[config.mk]
export PLATFORM = sky130hd
export DESIGN_NAME = mw_reassembler
export DESIGN_NICKNAME = d
export VERILOG_FILES = /design/src/rtl/mw_pkg.sv /design/src/rtl/mw_upper_stage.sv /design/src/rtl/mw_pair_reg.sv /design/src/rtl/mw_exec_reg.sv /design/src/rtl/mw_reassembler.sv
export SDC_FILE = /design/constraint.sdc
export NUM_CORES = 1
export LEC_CHECK = 0
export BUFFER_PORTS_ARGS = -buffer_cell sky130_fd_sc_hd__buf_2
export CAP_MARGIN = 20
export CORE_ASPECT_RATIO = 1.4
export CORE_MARGIN = 2
export CORE_UTILIZATION = 47
export CTS_CLUSTER_DIAMETER = 150
export CTS_CLUSTER_SIZE = 30
export DETAILED_ROUTE_END_ITERATION = 6
export GPL_ROUTABILITY_DRIVEN = 1
export PLACE_DENSITY_LB_ADDON = 0.1
export SLEW_MARGIN = 20
export SYNTH_ARGS = -nofsm -noshare
export SYNTH_HDL_FRONTEND = slang
export SYNTH_SLANG_ARGS = --single-unit
[constraint.sdc]
create_clock -name clk -period 1.2 [get_ports clk]
set_input_delay 0.24 -clock clk [delete_from_list [all_inputs] [get_ports clk]]
set_output_delay 0.24 -clock clk [all_outputs]
set_load 0.05 [all_outputs]
[src/rtl/mw_pkg.sv]
package mw_pkg;
  localparam int HALF_W_DFLT = 20;

  // A lower half is accepted only when an upper half is already staged and
  // no new upper half arrives in the same cycle.
  function automatic logic lo_accept(input logic lo, input logic hi, input logic pend);
    return lo && pend && !hi;
  endfunction

  function automatic logic lo_reject(input logic lo, input logic hi, input logic pend);
    return lo && !(pend && !hi);
  endfunction
endpackage

[src/rtl/mw_upper_stage.sv]
module mw_upper_stage #(
  parameter int HALF_W = mw_pkg::HALF_W_DFLT
) (
  input  logic              clk,
  input  logic              rst_n,
  input  logic [HALF_W-1:0] bus_i,
  input  logic              hi_stb_i,
  input  logic              lo_acc_i,
  output logic [HALF_W-1:0] up_q_o,
  output logic              up_pend_o
);
  always_ff @(posedge clk or negedge rst_n) begin
    if (!rst_n) begin
      up_q_o    <= '0;
      up_pend_o <= 1'b0;
    end else begin
      if (hi_stb_i) begin
        up_q_o    <= bus_i;
        up_pend_o <= 1'b1;
      end else if (lo_acc_i) begin
        up_pend_o <= 1'b0;
      end
    end
  end


  hi_capture_chk: assert property (@(posedge clk) disable iff (!rst_n)
    hi_stb_i |=> (up_pend_o && up_q_o == $past(bus_i)));
endmodule

[src/rtl/mw_pair_reg.sv]
module mw_pair_reg #(
  parameter int HALF_W = mw_pkg::HALF_W_DFLT,
  localparam int WORD_W = 2 * HALF_W
) (
  input  logic              clk,
  input  logic              rst_n,
  input  logic [HALF_W-1:0] bus_i,
  input  logic [HALF_W-1:0] up_q_i,
  input  logic              lo_acc_i,
  input  logic              take_i,
  output logic [WORD_W-1:0] pair_word_o,
  output logic              pair_rdy_o
);
  always_ff @(posedge clk or negedge rst_n) begin
    if (!rst_n) begin
      pair_word_o <= '0;
      pair_rdy_o  <= 1'b0;
    end else begin
      if (lo_acc_i) begin
        pair_word_o <= {up_q_i, bus_i};
        pair_rdy_o  <= 1'b1;
      end else if (take_i) begin
        pair_rdy_o  <= 1'b0;
      end
    end
  end


  pair_join_chk: assert property (@(posedge clk) disable iff (!rst_n)
    lo_acc_i |=> (pair_rdy_o && pair_word_o[HALF_W-1:0] == $past(bus_i)
                  && pair_word_o[WORD_W-1:HALF_W] == $past(up_q_i)));
endmodule

[src/rtl/mw_exec_reg.sv]
module mw_exec_reg #(
  parameter int HALF_W = mw_pkg::HALF_W_DFLT,
  localparam int WORD_W = 2 * HALF_W
) (
  input  logic              clk,
  input  logic              rst_n,
  input  logic [WORD_W-1:0] pair_word_i,
  input  logic              pair_rdy_i,
  input  logic              adv_i,
  output logic [WORD_W-1:0] exec_word_o,
  output logic              exec_vld_o
);
  always_ff @(posedge clk or negedge rst_n) begin
    if (!rst_n) begin
      exec_word_o <= '0;
      exec_vld_o  <= 1'b0;
    end else if (adv_i) begin
      exec_vld_o <= pair_rdy_i;
      if (pair_rdy_i) exec_word_o <= pair_word_i;
    end
  end


  exec_hold_chk: assert property (@(posedge clk) disable iff (!rst_n)
    !adv_i |=> $stable(exec_word_o) && $stable(exec_vld_o));

  empty_adv_chk: assert property (@(posedge clk) disable iff (!rst_n)
    (adv_i && !pair_rdy_i) |=> (!exec_vld_o && $stable(exec_word_o)));
endmodule

[src/rtl/mw_reassembler.sv]
module mw_reassembler #(
  parameter int HALF_W = mw_pkg::HALF_W_DFLT,
  localparam int WORD_W = 2 * HALF_W
) (
  input  logic              clk,
  input  logic              rst_n,
  input  logic [HALF_W-1:0] ctl_bus,
  input  logic              hi_stb,
  input  logic              lo_stb,
  input  logic              cyc_adv,
  output logic [WORD_W-1:0] exec_word,
  output logic              exec_vld,
  output logic              seq_err
);
  logic [HALF_W-1:0] up_q;
  logic              up_pend;
  logic              lo_acc;
  logic              lo_bad;
  logic [WORD_W-1:0] pair_word;
  logic              pair_rdy;

  assign lo_acc = mw_pkg::lo_accept(lo_stb, hi_stb, up_pend);
  assign lo_bad = mw_pkg::lo_reject(lo_stb, hi_stb, up_pend);

  mw_upper_stage #(.HALF_W(HALF_W)) u_up (
    .clk(clk), .rst_n(rst_n), .bus_i(ctl_bus), .hi_stb_i(hi_stb),
    .lo_acc_i(lo_acc), .up_q_o(up_q), .up_pend_o(up_pend)
  );

  mw_pair_reg #(.HALF_W(HALF_W)) u_pair (
    .clk(clk), .rst_n(rst_n), .bus_i(ctl_bus), .up_q_i(up_q),
    .lo_acc_i(lo_acc), .take_i(cyc_adv),
    .pair_word_o(pair_word), .pair_rdy_o(pair_rdy)
  );

  mw_exec_reg #(.HALF_W(HALF_W)) u_exec (
    .clk(clk), .rst_n(rst_n), .pair_word_i(pair_word), .pair_rdy_i(pair_rdy),
    .adv_i(cyc_adv), .exec_word_o(exec_word), .exec_vld_o(exec_vld)
  );

  always_ff @(posedge clk or negedge rst_n) begin
    if (!rst_n) seq_err <= 1'b0;
    else        seq_err <= lo_bad;
  end


  adv_load_chk: assert property (@(posedge clk) disable iff (!rst_n)
    (cyc_adv && pair_rdy) |=> (exec_vld && exec_word == $past(pair_word)));

  seq_err_chk: assert property (@(posedge clk) disable iff (!rst_n)
    (lo_stb && !up_pend) |=> (seq_err && $stable(pair_word)));

  pend_clear_chk: assert property (@(posedge clk) disable iff (!rst_n)
    (lo_acc && !hi_stb) |=> !up_pend);

  overlap_chk: assert property (@(posedge clk) disable iff (!rst_n)
    (lo_acc && cyc_adv) |=> pair_rdy);
endmodule

=== Word-level counts from Yosys, hierarchy flattened ===
Index checks and enable logic that the tools add are counted.

* Flip-flop bits (word level): 104
* Bits in latches: 0
* Memory bits (writable): 0
* ROM bits: 0
* Output and inout port bits: 42
* Word-level logic and storage cells: 20
* Memories kept: 0

* Add/sub/neg operators: 0
* $mul: 0
* Divide/modulo/power cells: 0
* Order comparisons: 0
* Equality and inequality tests: 0
* Shifts and indexed selects: 0
* Multiplexer cells: 4
* Bitwise logic cells: 0
* Reduce and logical (&&, ||, !) cells: 9

{| class="wikitable"
|+ Operator list
! cell !! count
|-
| $logic_and A1 B1 Y1 || 4
|-
| $mux W1 || 4
|-
| $reduce_bool A2 Y1 || 2
|-
| $logic_not A1 Y1 || 2
|-
| $reduce_and A2 Y1 || 1
|}

=== Longest topological paths before layout ===
Gate-level depths: netlist of the first run.

* Word-level depth: 4
* Mapped depth: 3
* Gate-level depth less buffers: 2

=== Cells and area by module ===
From an unflattened synthesis of the first run, not the netlist that was laid out.

* Cell total of the unflattened synthesis: 225
* Area, all modules: 4306.6 um^2

{| class="wikitable"
|+ By module, submodules not included
! module !! instances !! cells each !! area each (um^2)
|-
| mw_pair_reg || 1 || 88 || 1725.4
|-
| mw_exec_reg || 1 || 88 || 1682.9
|-
| mw_upper_stage || 1 || 45 || 855.8
|-
| mw_reassembler || 1 || 4 || 42.5
|}

=== Worst setup path before layout of the first run ===
Ideal clock, no wire load.

* Path type: reg-to-reg
* From: reg u_pair.pair_rdy_o
* To: reg u_exec.exec_word_o[0]
* Library setup time: 0.125 ns
* Data arrival time: 1.023 ns
* Slack: 0.052 ns
* Stages on the path, launching flop included: 4
* Path buffers: 1
* Clock period less this slack: 1.148 ns
* Cell sequence: dfrtp_1 nand2_1 buf_2 mux2_2

* Word-level cells in the longest chain between the ends: 1

{| class="wikitable"
|+ Ends and longest elaborated chain
! element !! RTL line !! text
|-
| from (decl) || mw_pair_reg.sv:12 || <nowiki>output logic pair_rdy_o</nowiki>
|-
| from (signal assigned) || mw_pair_reg.sv:17 || <nowiki>pair_rdy_o <= 1'b0;</nowiki>
|-
| from (signal assigned) || mw_pair_reg.sv:21 || <nowiki>pair_rdy_o <= 1'b1;</nowiki>
|-
| from (signal assigned) || mw_pair_reg.sv:23 || <nowiki>pair_rdy_o <= 1'b0;</nowiki>
|-
| $reduce_and A2 Y1 (no source line) || n/a ||
|-
| to (signal assigned) || mw_exec_reg.sv:19 || <nowiki>if (pair_rdy_i) exec_word_o <= pair_word_i;</nowiki>
|-
| to (decl) || mw_exec_reg.sv:10 || <nowiki>output logic [WORD_W-1:0] exec_word_o,</nowiki>
|}

Every way passes these cells.
A chain may end at the register's enable or synchronous reset.

=== Worst setup path after layout of the first run ===
* From: reg u_up.up_pend_o
* To: reg u_pair.pair_word_o[17]

* Word-level cells in the longest chain between the ends: 2

{| class="wikitable"
|+ Ends and longest elaborated chain
! element !! RTL line !! text
|-
| from (decl) || mw_upper_stage.sv:10 || <nowiki>output logic up_pend_o</nowiki>
|-
| from (signal assigned) || mw_upper_stage.sv:15 || <nowiki>up_pend_o <= 1'b0;</nowiki>
|-
| from (signal assigned) || mw_upper_stage.sv:19 || <nowiki>up_pend_o <= 1'b1;</nowiki>
|-
| from (signal assigned) || mw_upper_stage.sv:21 || <nowiki>up_pend_o <= 1'b0;</nowiki>
|-
| $logic_and A1 B1 Y1 (2 in series) || mw_pkg.sv:7 || <nowiki>return lo && pend && !hi;</nowiki>
|-
| to (signal assigned) || mw_pair_reg.sv:20 || <nowiki>pair_word_o <= {up_q_i, bus_i};</nowiki>
|-
| to (decl) || mw_pair_reg.sv:11 || <nowiki>output logic [WORD_W-1:0] pair_word_o,</nowiki>
|}

Every way passes these cells.

==> key figures, run 1 <==
Status
  • Status: complete, but fails checks
  • Failing checks: negative setup slack

Timing
  • Worst Max-Slew Pin Slew: 0.272 ns
  • Final cycle utilization of the critical path: 1.01
  • # setup viols final: 3
  • Unrepaired setup endpoints after global routing: true
  • Final Max Slew Viols: 0
  • Layout Skew: 0.00493 ns
  • Slew HR: 0.819
  • Final min period: 1.21 ns
  • Fmax: 0.827 GHz
  • Final hold slack: 0.127 ns
  • Final-report hold violation count: 0
  • Worst Setup Slack, final: -0.00984 ns

Die
  • Initial Util: 0.480
  • Row cnt: 39
  • Die height: 111 um
  • CORE AREA: 8050 um^2
  • Die X: 80.6 um
  • Top-Level Pins: 67
  • Die area: 8970 um^2

Detailed routing
  • Final wirelength: 7.17 mm
  • Vias: 2059
  • DR WL/cell: 17.5 um
  • Routed vias/inst: 5.01
  • DR DRC count: 0
  • TritonRoute pass-1 iters: 4
  • Final ANT Viol Nets: 0
  • Drt first-iter violations: 88

Critical path
  • WP data arrival: 1.43 ns
  • Crit end category: flop
  • Critical-path top delay cell: dfrtp_1
  • Crit path launch type: flop
  • Reg-to-reg slack, setup: -0.01 ns
  • Worst endpoint required time: 1.42 ns
  • Cell Chain, Critical Path: nand3b_4 -> buf_12 -> mux2_1
  • Reg2Reg Depth: 3
  • CP Class: flop to flop
  • Max incr delay on CP: 0.41 ns
  • Crit Path Max Fanout: 18

Clock tree
  • TritonCTS buffer count: 9
  • Worst-case clock buffer depth: 2
  • H-tree levels: 3
  • Clk_lat worst skew: 0.34 ns
  • Num Clock Sinks: 104
  • Clock root buffer: clkbuf_16
  • CTS tree: yes
  • Clock slew at reported path FFs: 0.06 ns

Synth
  • Synth warn: 0
  • Synth Cell Area: 3860 um^2
  • Syn Nets: 249
  • Synth area leaders: dfrtp_1, mux2_2, mux2_1
  • Largest area contributor in the netlist: dfrtp_1
  • Top cell type's share of synthesized area: 0.673
  • Syn Inst Count: 224
  • Sequential area share after synthesis: 0.673
  • Synth cell types: 11
  • Seq cells post-synth: 104
  • Avg Cell Area, Syn: 17.3 um^2

Final layout
  • Fraction of layout cells with a size suffix above 1: 0.547
  • Most frequent cells in the layout: dfrtp_1, mux2_2, buf_4
  • Fin nets: 329
  • P&R area growth vs syn: 28.0%
  • Most common cell after layout, fill and taps aside: dfrtp_1
  • Antenna diode count: 0

Hold path
  • Worst Hold Class: input port to flop
  • Hold path cells: 2

Global route
  • GRT Overall Usage: 0.175
  • Gr ovfl total: 0
  • Initial antenna violation count: 0
  • Vias in the first global route: 2204
  • Largest net degree at the start of global routing: 38
  • Global-route wire length before repair: 11.4 mm

Placed design
  • HPWL Detailed: 4.90 mm
  • Final GP Congestion: 0.679
  • Place WS: 0.00740 ns
  • Buffers added on ports: 66

Power
  • Pwr Density: 2470 nW/um^2
  • Total Power: 12200 uW
  • Maximum VDD drop: 1630 uV
  • P_leak: 0.00233 uW

Flow run
  • Max-Cap Viols: 0
## through the flow
step | instance area (um^2) | cells | setup TNS (ns) | util
2_1_floorplan | 3860 | 224 | 0 | -
3_3_place_gp | 4400 | 392 | 0 | 0.547
3_5_place_dp | 4400 | 392 | 0 | 0.547
4_1_cts | 4790 | 409 | 0 | 0.595
5_1_grt | 4950 | 411 | -1.41 | 0.614
6_report | 4950 | 411 | -0.0157 | 0.614
## power by group
group	switching, uW	total, uW	internal, uW
logic	2630	4140	1510
registers	486	4910	4430
clock network	1170	3170	2000
## cell families (layout without fill, tap and decap cells)
logic type             Yosys count  count (layout)  share of synthesized area
flip-flops                     104             104                      0.673
multiplexers                   100             100                      0.291
buffers and inverters           14              99                     0.0233
AO/OA/AOI/OAI                    4               4                    0.00583
AND/OR/NAND/NOR                  2               2                    0.00615
## cell usage after synthesis (all sizes together)
master and number:
nand2 1, dfrtp 104, inv 4, mux2 100, nand3b 1, a21o 1, a21oi 1, buf 10
o21ai 2
## flip-flops by register name, indices dropped and copies added (netlist names)
signal	cells
u_pair.pair_rdy_o	1
u_exec.exec_vld_o	1
seq_err	1
u_up.up_q_o	20
u_exec.exec_word_o	40
u_up.up_pend_o	1
u_pair.pair_word_o	40
## final timing paths
path | from | endpoint
setup reg to reg | u_up.up_pend_o$_DFFE_PN0P_ | u_pair.pair_word_o[17]$_DFFE_PN0P_
setup / recovery | u_up.up_pend_o$_DFFE_PN0P_ | u_pair.pair_word_o[17]$_DFFE_PN0P_
hold / removal | ctl_bus[5] | u_pair.pair_word_o[5]$_DFFE_PN0P_
hold reg to reg | u_up.up_q_o[12]$_DFFE_PN0P_ | u_pair.pair_word_o[32]$_DFFE_PN0P_
min in group asynchronous | rst_n | u_up.up_q_o[2]$_DFFE_PN0P_
max in group asynchronous | rst_n | u_exec.exec_word_o[38]$_DFFE_PN0P_
## area by class of cell
| class | instances | area [um^2] |
|---|---|---|
| sequential | 104 | 2600 |
| multi-input combinational | 106 | 1230 |
| inverter | 4 | 15.0 |
| clock buffer | 14 | 274 |
| clock inverter | 2 | 60.1 |
| fill | 630 | 3110 |
| timing repair buffer | 79 | 636 |
| tap | 102 | 128 |
## routing by layer
layer | vias to the layer above | part of all wire | GRT usage
met5 | - | 0 | 0
met4 | 0 | 0.018 | 0.0780
met3 | 11 | 0.038 | 0.0472
met2 | 42 | 0.53 | 0.297
met1 | 1058 | 0.41 | 0.204
li1 | 948 | - | -
## critical path: cells and delay by family (launching register included)
kind                   cells  cell delay (ns)
DFF                        1             0.41
muxes                      1             0.33
buffers and inverters      1             0.20
and+or+nand+nor            1             0.14
## what timing repair did
action                                 in CTS  in global routing
resized for setup                          17                 46
endpoints found under the hold margin      14                  0
setup endpoints to repair                  17                 99
cloned                                      0                  1
hold buffers                                1                  0
setup buffers                               0                  1
Power figures use the tool's default switching activity.
==> run 2: changes to the inputs <==
- SKIP_LAST_GASP: unset -> 1
==> run 2 against run 1 <==
Net effect:
- the run now ends clean
- non-clock buffer count is the same
- clock power barely moved
- sequential share of layout area rose by 0.61 points
- combinational power is 2% lower
- critical path type unchanged
- largest power group unchanged
==> key figures, run 2 (same netlist as run 1, synthesis figures left out) <==
Status
  • Status: completed (was complete, but fails checks)

Die
  • Die height: 111 um (unchanged)
  • Die X: 80.6 um (unchanged)
  • Initial Util: 0.480 (unchanged)
  • Top-Level Pins: 67 (unchanged)
  • Die area: 8970 um^2 (unchanged)
  • CORE AREA: 8050 um^2 (unchanged)
  • Row cnt: 39 (unchanged)

Final layout
  • Fin nets: 329 (unchanged)
  • P&R area growth vs syn: 26.5% (was 28.0%)
  • Fraction of layout cells with a size suffix above 1: 0.502 (was 0.547)
  • Finished Layout Cells: 411 (unchanged)
  • Top Registers: u_exec.exec_word_o (40), u_pair.pair_word_o (40), u_up.up_q_o (20) (unchanged)
  • Finished Cell Area: 4890 um^2 (was 4950 um^2)
  • Fill count: 640 (was 630)
  • Most common cell after layout, fill and taps aside: dfrtp_1 (unchanged)
  • Most frequent cells in the layout: dfrtp_1, mux2_2, mux2_1 (was dfrtp_1, mux2_2, buf_4)
  • Antenna diode count: 0 (unchanged)

Global route
  • Largest net degree at the start of global routing: 38 (unchanged)
  • Vias in the first global route: 2204 (unchanged)
  • Gr ovfl total: 0 (unchanged)
  • Initial antenna violation count: 0 (unchanged)
  • Global-route wire length before repair: 11.4 mm (unchanged)
  • GRT Overall Usage: 0.175 (unchanged)

Clock tree
  • Clock root buffer: clkbuf_16 (unchanged)
  • Worst-case clock buffer depth: 2 (unchanged)
  • H-tree levels: 3 (unchanged)
  • CTS tree: yes (unchanged)
  • Clk_lat worst skew: 0.34 ns (about the same)
  • Clock slew at reported path FFs: 0.06 ns (about the same)
  • Num Clock Sinks: 104 (unchanged)
  • TritonCTS buffer count: 9 (unchanged)

Placed design
  • Place WS: 0.00740 ns (unchanged)
  • Buffers added on ports: 66 (unchanged)
  • Final GP Congestion: 0.679 (unchanged)
  • HPWL Detailed: 4.90 mm (unchanged)
  • Area post-placement: 4400 um^2 (unchanged)
  • Placed Cells: 392 (unchanged)

Detailed routing
  • Routed vias/inst: 5.00 (was 5.01)
  • Final wirelength: 7.10 mm (was 7.17 mm)
  • Drt first-iter violations: 82 (was 88)
  • Final ANT Viol Nets: 0 (unchanged)
  • DR WL/cell: 17.3 um (was 17.5 um)
  • Vias: 2056 (was 2059)
  • DR DRC count: 0 (unchanged)
  • TritonRoute pass-1 iters: 3 (was 4)

Power
  • P_leak: 0.00226 uW (was 0.00233 uW)
  • Pwr Density: 2480 nW/um^2 (was 2470 nW/um^2)
  • Sw Ratio: 0.353 (was 0.351)
  • Combinational share of power: 0.333 (was 0.339)
  • Internal power: 7850 uW (was 7940 uW)
  • Total Power: 12100 uW (was 12200 uW)
  • Maximum VDD drop: 1630 uV (about the same)
  • Seq pwr share: 0.405 (was 0.402)
  • Clock power frac: 0.262 (was 0.259)
  • NetSw: 4280 uW (was 4290 uW)

Timing
  • # setup viols final: 0 (was 3)
  • Final hold slack: 0.125 ns (was 0.127 ns)
  • Layout Skew: 0.00423 ns (was 0.00493 ns)
  • Final cycle utilization of the critical path: 0.991 (was 1.01)
  • Unrepaired setup endpoints after global routing: true (unchanged)
  • Fmax: 0.841 GHz (was 0.827 GHz)
  • Final-report hold violation count: 0 (unchanged)
  • Worst Max-Slew Pin Slew: 0.272 ns (about the same)
  • Worst Setup Slack, final: 0.0107 ns (was -0.00984 ns)
  • Slew HR: 0.819 (about the same)
  • Final min period: 1.19 ns (was 1.21 ns)
  • Final Max Slew Viols: 0 (unchanged)

Critical path
  • Worst endpoint required time: 1.42 ns (about the same)
  • Crit path launch type: flop (unchanged)
  • Worst setup startpoint: u_pair.pair_rdy_o$_DFFE_PN0P_ (was u_up.up_pend_o$_DFFE_PN0P_)
  • WP data arrival: 1.41 ns (was 1.43 ns)
  • Crit Reg-Reg Startpoint: u_pair.pair_rdy_o$_DFFE_PN0P_ (was u_up.up_pend_o$_DFFE_PN0P_)
  • Reg2reg end: u_exec.exec_word_o[16]$_DFFE_PN0P_ (was u_pair.pair_word_o[17]$_DFFE_PN0P_)
  • Crit end category: flop (unchanged)
  • CP Class: flop to flop (unchanged)
  • Crit Path Max Fanout: 29 (was 18)
  • Reg-to-reg slack, setup: 0.01 ns (was -0.01 ns)
  • Reg2Reg Depth: 3 (unchanged)

Flow run
  • Max-Cap Viols: 0 (unchanged)

Hold path
  • Hold path endpoint: u_pair.pair_word_o[5]$_DFFE_PN0P_ (unchanged)
  • Min-Delay Startpoint: ctl_bus[5] (unchanged)
  • Hold path cells: 2 (unchanged)
  • Worst Hold Class: input port to flop (unchanged)
## run 2: changes by cell type in the layout (fill, tap and decap cells not counted)
cell,delta
mux2_4,-15
mux2_2,+1
mux2_1,+14
## run 2: per-layer routing
layer	vias to the layer above	track usage	wire, um
li1	944	-	-
met1	1059	0.204	2880
met2	42	0.297	3800
met3	11	0.0472	273
met4	0	0.0780	145
met5	-	0	0
## run 2: worst max path at each step
stage / endpoint / slack (ns) / depth (start not counted)
after CTS: exec_word[24] / 0.0005 / 1
after detailed placement: u_pair.pair_word_o[9]$_DFFE_PN0P_ / 0.007 / 4
after floorplan: u_exec.exec_word_o[0]$_DFFE_PN0P_ / 0.05 / 3
after global routing: u_pair.pair_word_o[20]$_DFFE_PN0P_ / -0.04 / 3
final: u_exec.exec_word_o[16]$_DFFE_PN0P_ / 0.01 / 3
after global placement: u_pair.pair_word_o[39]$_DFFE_PN0P_ / 0.03 / 4
## run 2: worst max-delay path, stage by stage (launching register included)
cell	delay, ns
dfrtp_1	0.39
nand2_2	0.10
buf_12	0.20
mux2_2	0.36
## run 2: cell type report
cell class                 count  area, um^2  share of cell area
clock buffer                  14         274              0.0560
clock inverter                 2        60.1              0.0123
inverter                       4        15.0             0.00307
multi-input combinational    106        1170               0.240
sequential                   104        2600               0.532
tap                          102         128              0.0261
timing repair buffer          79         636               0.130
## run 2: what timing repair did
action | 4_1_cts | 5_1_grt
setup endpoints to repair | 17 | 99
cloned | 0 | 1
hold buffers | 1 | 0
setup buffers | 0 | 1
endpoints found under the hold margin | 14 | 0
resized for setup | 17 | 31
## run 2: per-stage QoR
stage / TNS (ns) / util
finish: 0 / 0.607
global route: -1.36 / 0.607
CTS: 0 / 0.595
detailed placement: 0 / 0.547
global placement: 0 / 0.547
floorplan: 0 / -
## run 2: power groups by stage
stage               clock network (uW)  registers, uW  logic [uW]
floorplan                            0           6830         858
global placement                     0           4930        3710
detailed placement                   0           4960        3760
CTS                               3260           4910        3900
global route                      3400           5020        4250
finish                            3180           4910        4040
==> run 3: changes to the inputs <==
- SETUP_SLACK_MARGIN: unset -> 0.15
==> run 3 against run 2 <==
Net effect:
- combinational power is 25% higher
- sequential cell count stayed put
- wire length grew 6.4%
- count of clock-buffer cells in the layout fell by 3
- worst hold slack better by 0.0036 ns
==> key figures, run 3 (same netlist as run 1, synthesis figures left out) <==
Final layout
  • Antenna diode count: 0 (unchanged)
  • Multi-input gate area: 1250 um^2 (was 1170 um^2)
  • Fraction of layout cells with a size suffix above 1: 0.538 (was 0.502)
  • Fin nets: 351 (was 329)
  • Fill count: 605 (was 640)
  • Top Registers: u_exec.exec_word_o (40), u_pair.pair_word_o (40), u_up.up_q_o (20) (unchanged)
  • Finished Cell Area: 5300 um^2 (was 4890 um^2)
  • P&R area growth vs syn: 37.2% (was 26.5%)
  • Most frequent cells in the layout: dfrtp_1, buf_6, mux2_2 (was dfrtp_1, mux2_2, mux2_1)
  • Register area: 2600 um^2 (unchanged)
  • Most common cell after layout, fill and taps aside: dfrtp_1 (unchanged)

Placed design
  • Buffers added on ports: 66 (unchanged)
  • HPWL Detailed: 4.80 mm (was 4.90 mm)
  • Area post-placement: 4420 um^2 (was 4400 um^2)
  • Final GP Congestion: 0.722 (was 0.679)

Detailed routing
  • Vias: 2146 (was 2056)
  • TritonRoute pass-1 iters: 4 (was 3)
  • Final ANT Viol Nets: 0 (unchanged)
  • DR WL/cell: 17.4 um (was 17.3 um)
  • Final wirelength: 7.55 mm (was 7.10 mm)
  • Routed vias/inst: 4.96 (was 5.00)
  • DR DRC count: 0 (unchanged)
  • Drt first-iter violations: 54 (was 82)

Power
  • P_leak: 0.00253 uW (was 0.00226 uW)
  • Clock power frac: 0.236 (was 0.262)
  • Internal power: 8600 uW (was 7850 uW)
  • Combinational share of power: 0.382 (was 0.333)
  • Maximum VDD drop: 1360 uV (was 1630 uV)
  • Seq pwr share: 0.382 (was 0.405)
  • NetSw: 4570 uW (was 4280 uW)
  • Sw Ratio: 0.347 (was 0.353)
  • Pwr Density: 2480 nW/um^2 (about the same)

Timing
  • Unrepaired setup endpoints after global routing: true (unchanged)
  • Final-report hold violation count: 0 (unchanged)
  • Final hold slack: 0.129 ns (was 0.125 ns)
  • Final cycle utilization of the critical path: 0.995 (was 0.991)
  • Slew HR: 0.739 (was 0.819)
  • Fmax: 0.837 GHz (was 0.841 GHz)
  • Final min period: 1.19 ns (about the same)
  • Worst Max-Slew Pin Slew: 0.392 ns (was 0.272 ns)
  • Final Max Slew Viols: 0 (unchanged)
  • Layout Skew: 0.00615 ns (was 0.00423 ns)
  • # setup viols final: 0 (unchanged)

Die
  • Die height: 111 um (unchanged)
  • Initial Util: 0.480 (unchanged)
  • Row cnt: 39 (unchanged)
  • Die X: 80.6 um (unchanged)
  • Die area: 8970 um^2 (unchanged)
  • CORE AREA: 8050 um^2 (unchanged)
  • Top-Level Pins: 67 (unchanged)

Critical path
  • Critical-path top delay cell: dfrtp_1 (unchanged)
  • CP Class: flop to flop (unchanged)
  • Crit path launch type: flop (unchanged)
  • Crit Path Max Fanout: 13 (was 29)
  • WP data arrival: 1.42 ns (was 1.41 ns)
  • Crit end category: flop (unchanged)
  • Worst Path Buf+Inv: 1 (unchanged)
  • Max incr delay on CP: 0.40 ns (was 0.39 ns)
  • Worst endpoint required time: 1.42 ns (about the same)
  • Top Family by Delay on Critical Path: flip-flops (unchanged)
  • Cell Chain, Critical Path: nand2_4 -> buf_12 -> mux2_2 (was nand2_2 -> buf_12 -> mux2_2)

Clock tree
  • Clock slew at reported path FFs: 0.07 ns (was 0.06 ns)
  • CTS tree: yes (unchanged)
  • Clk_lat worst skew: 0.34 ns (about the same)
  • TritonCTS buffer count: 9 (unchanged)
  • Num Clock Sinks: 104 (unchanged)
  • Worst-case clock buffer depth: 2 (unchanged)
  • Clock root buffer: clkbuf_16 (unchanged)
  • H-tree levels: 3 (unchanged)

Global route
  • GRT Overall Usage: 0.186 (was 0.175)
  • Global-route wire length before repair: 12.2 mm (was 11.4 mm)
  • Initial antenna violation count: 0 (unchanged)
  • Gr ovfl total: 0 (unchanged)
  • Vias in the first global route: 2330 (was 2204)
  • Largest net degree at the start of global routing: 46 (was 38)

Hold path
  • Worst Hold Class: input port to flop (unchanged)

Flow run
  • Max-Cap Viols: 0 (unchanged)

Status
  • Status: completed (unchanged)
-- run 3: changes by cell type in the layout (fill, tap and decap cells not counted), sizes merged --
| cell | delta |
|---|---|
| clkinv | +1 |
| clkbuf | -22 |
| buf | +41 |
| clkinvlp | +2 |
-- run 3: power by group through the flow --
stage	Clock [uW]	Combinational, uW	Sequential (uW)
6_report	3110	5030	5030
5_1_grt	3350	5260	5150
4_1_cts	3200	4710	5040
3_5_place_dp	0	3820	4980
3_3_place_gp	0	3790	4950
2_1_floorplan	0	946	6840
-- run 3: path summary, 6_finish.rpt --
kind	startpoint	depth (start not counted)	to	slack, ns
max	u_pair.pair_rdy_o$_DFFE_PN0P_	3	u_exec.exec_word_o[36]$_DFFE_PN0P_	0.006
min	ctl_bus[13]	2	u_pair.pair_word_o[13]$_DFFE_PN0P_	0.13
max reg2reg	u_pair.pair_rdy_o$_DFFE_PN0P_	3	u_exec.exec_word_o[36]$_DFFE_PN0P_	0.006
min reg2reg	u_up.up_q_o[2]$_DFFE_PN0P_	1	u_pair.pair_word_o[22]$_DFFE_PN0P_	0.48
max in group asynchronous	rst_n	3	u_exec.exec_word_o[29]$_DFFE_PN0P_	0.42
min in group asynchronous	rst_n	3	u_pair.pair_word_o[28]$_DFFE_PN0P_	0.41
-- run 3: through the flow --
stage,TNS (ns),utilization,power [uW],cells,worst slack (ns)
2_1_floorplan,0,-,7780,224,0.107
3_5_place_dp,0,0.549,8800,391,0.00576
5_1_grt,-1.68,0.659,13800,433,-0.0517
3_3_place_gp,0,0.549,8730,391,0.0179
6_report,0,0.659,13200,433,0.00555
4_1_cts,-0.0129,0.638,12900,419,-0.00793
-- run 3: area by class of cell --
type | count | share of cell area
inverter | 4 | 0.00283
clock buffer | 11 | 0.0458
tap | 102 | 0.0241
multi-input combinational | 106 | 0.237
timing repair buffer | 101 | 0.185
sequential | 104 | 0.491
clock inverter | 5 | 0.0151
-- run 3: metal layers --
metal | global-route usage | share of wire
met1 | 0.220 | 0.40
met2 | 0.319 | 0.54
met3 | 0.0472 | 0.038
met4 | 0.0746 | 0.016
met5 | 0 | 0
-- run 3: repair_timing --
action | CTS | global route
hold buffers | 1 | 0
gates cloned | 2 | 1
endpoints found under the setup margin | 122 | 122
resized for setup | 87 | 11
buffers inserted | 9 | 13
pin swaps | 0 | 1
endpoints found under the hold margin | 104 | 0
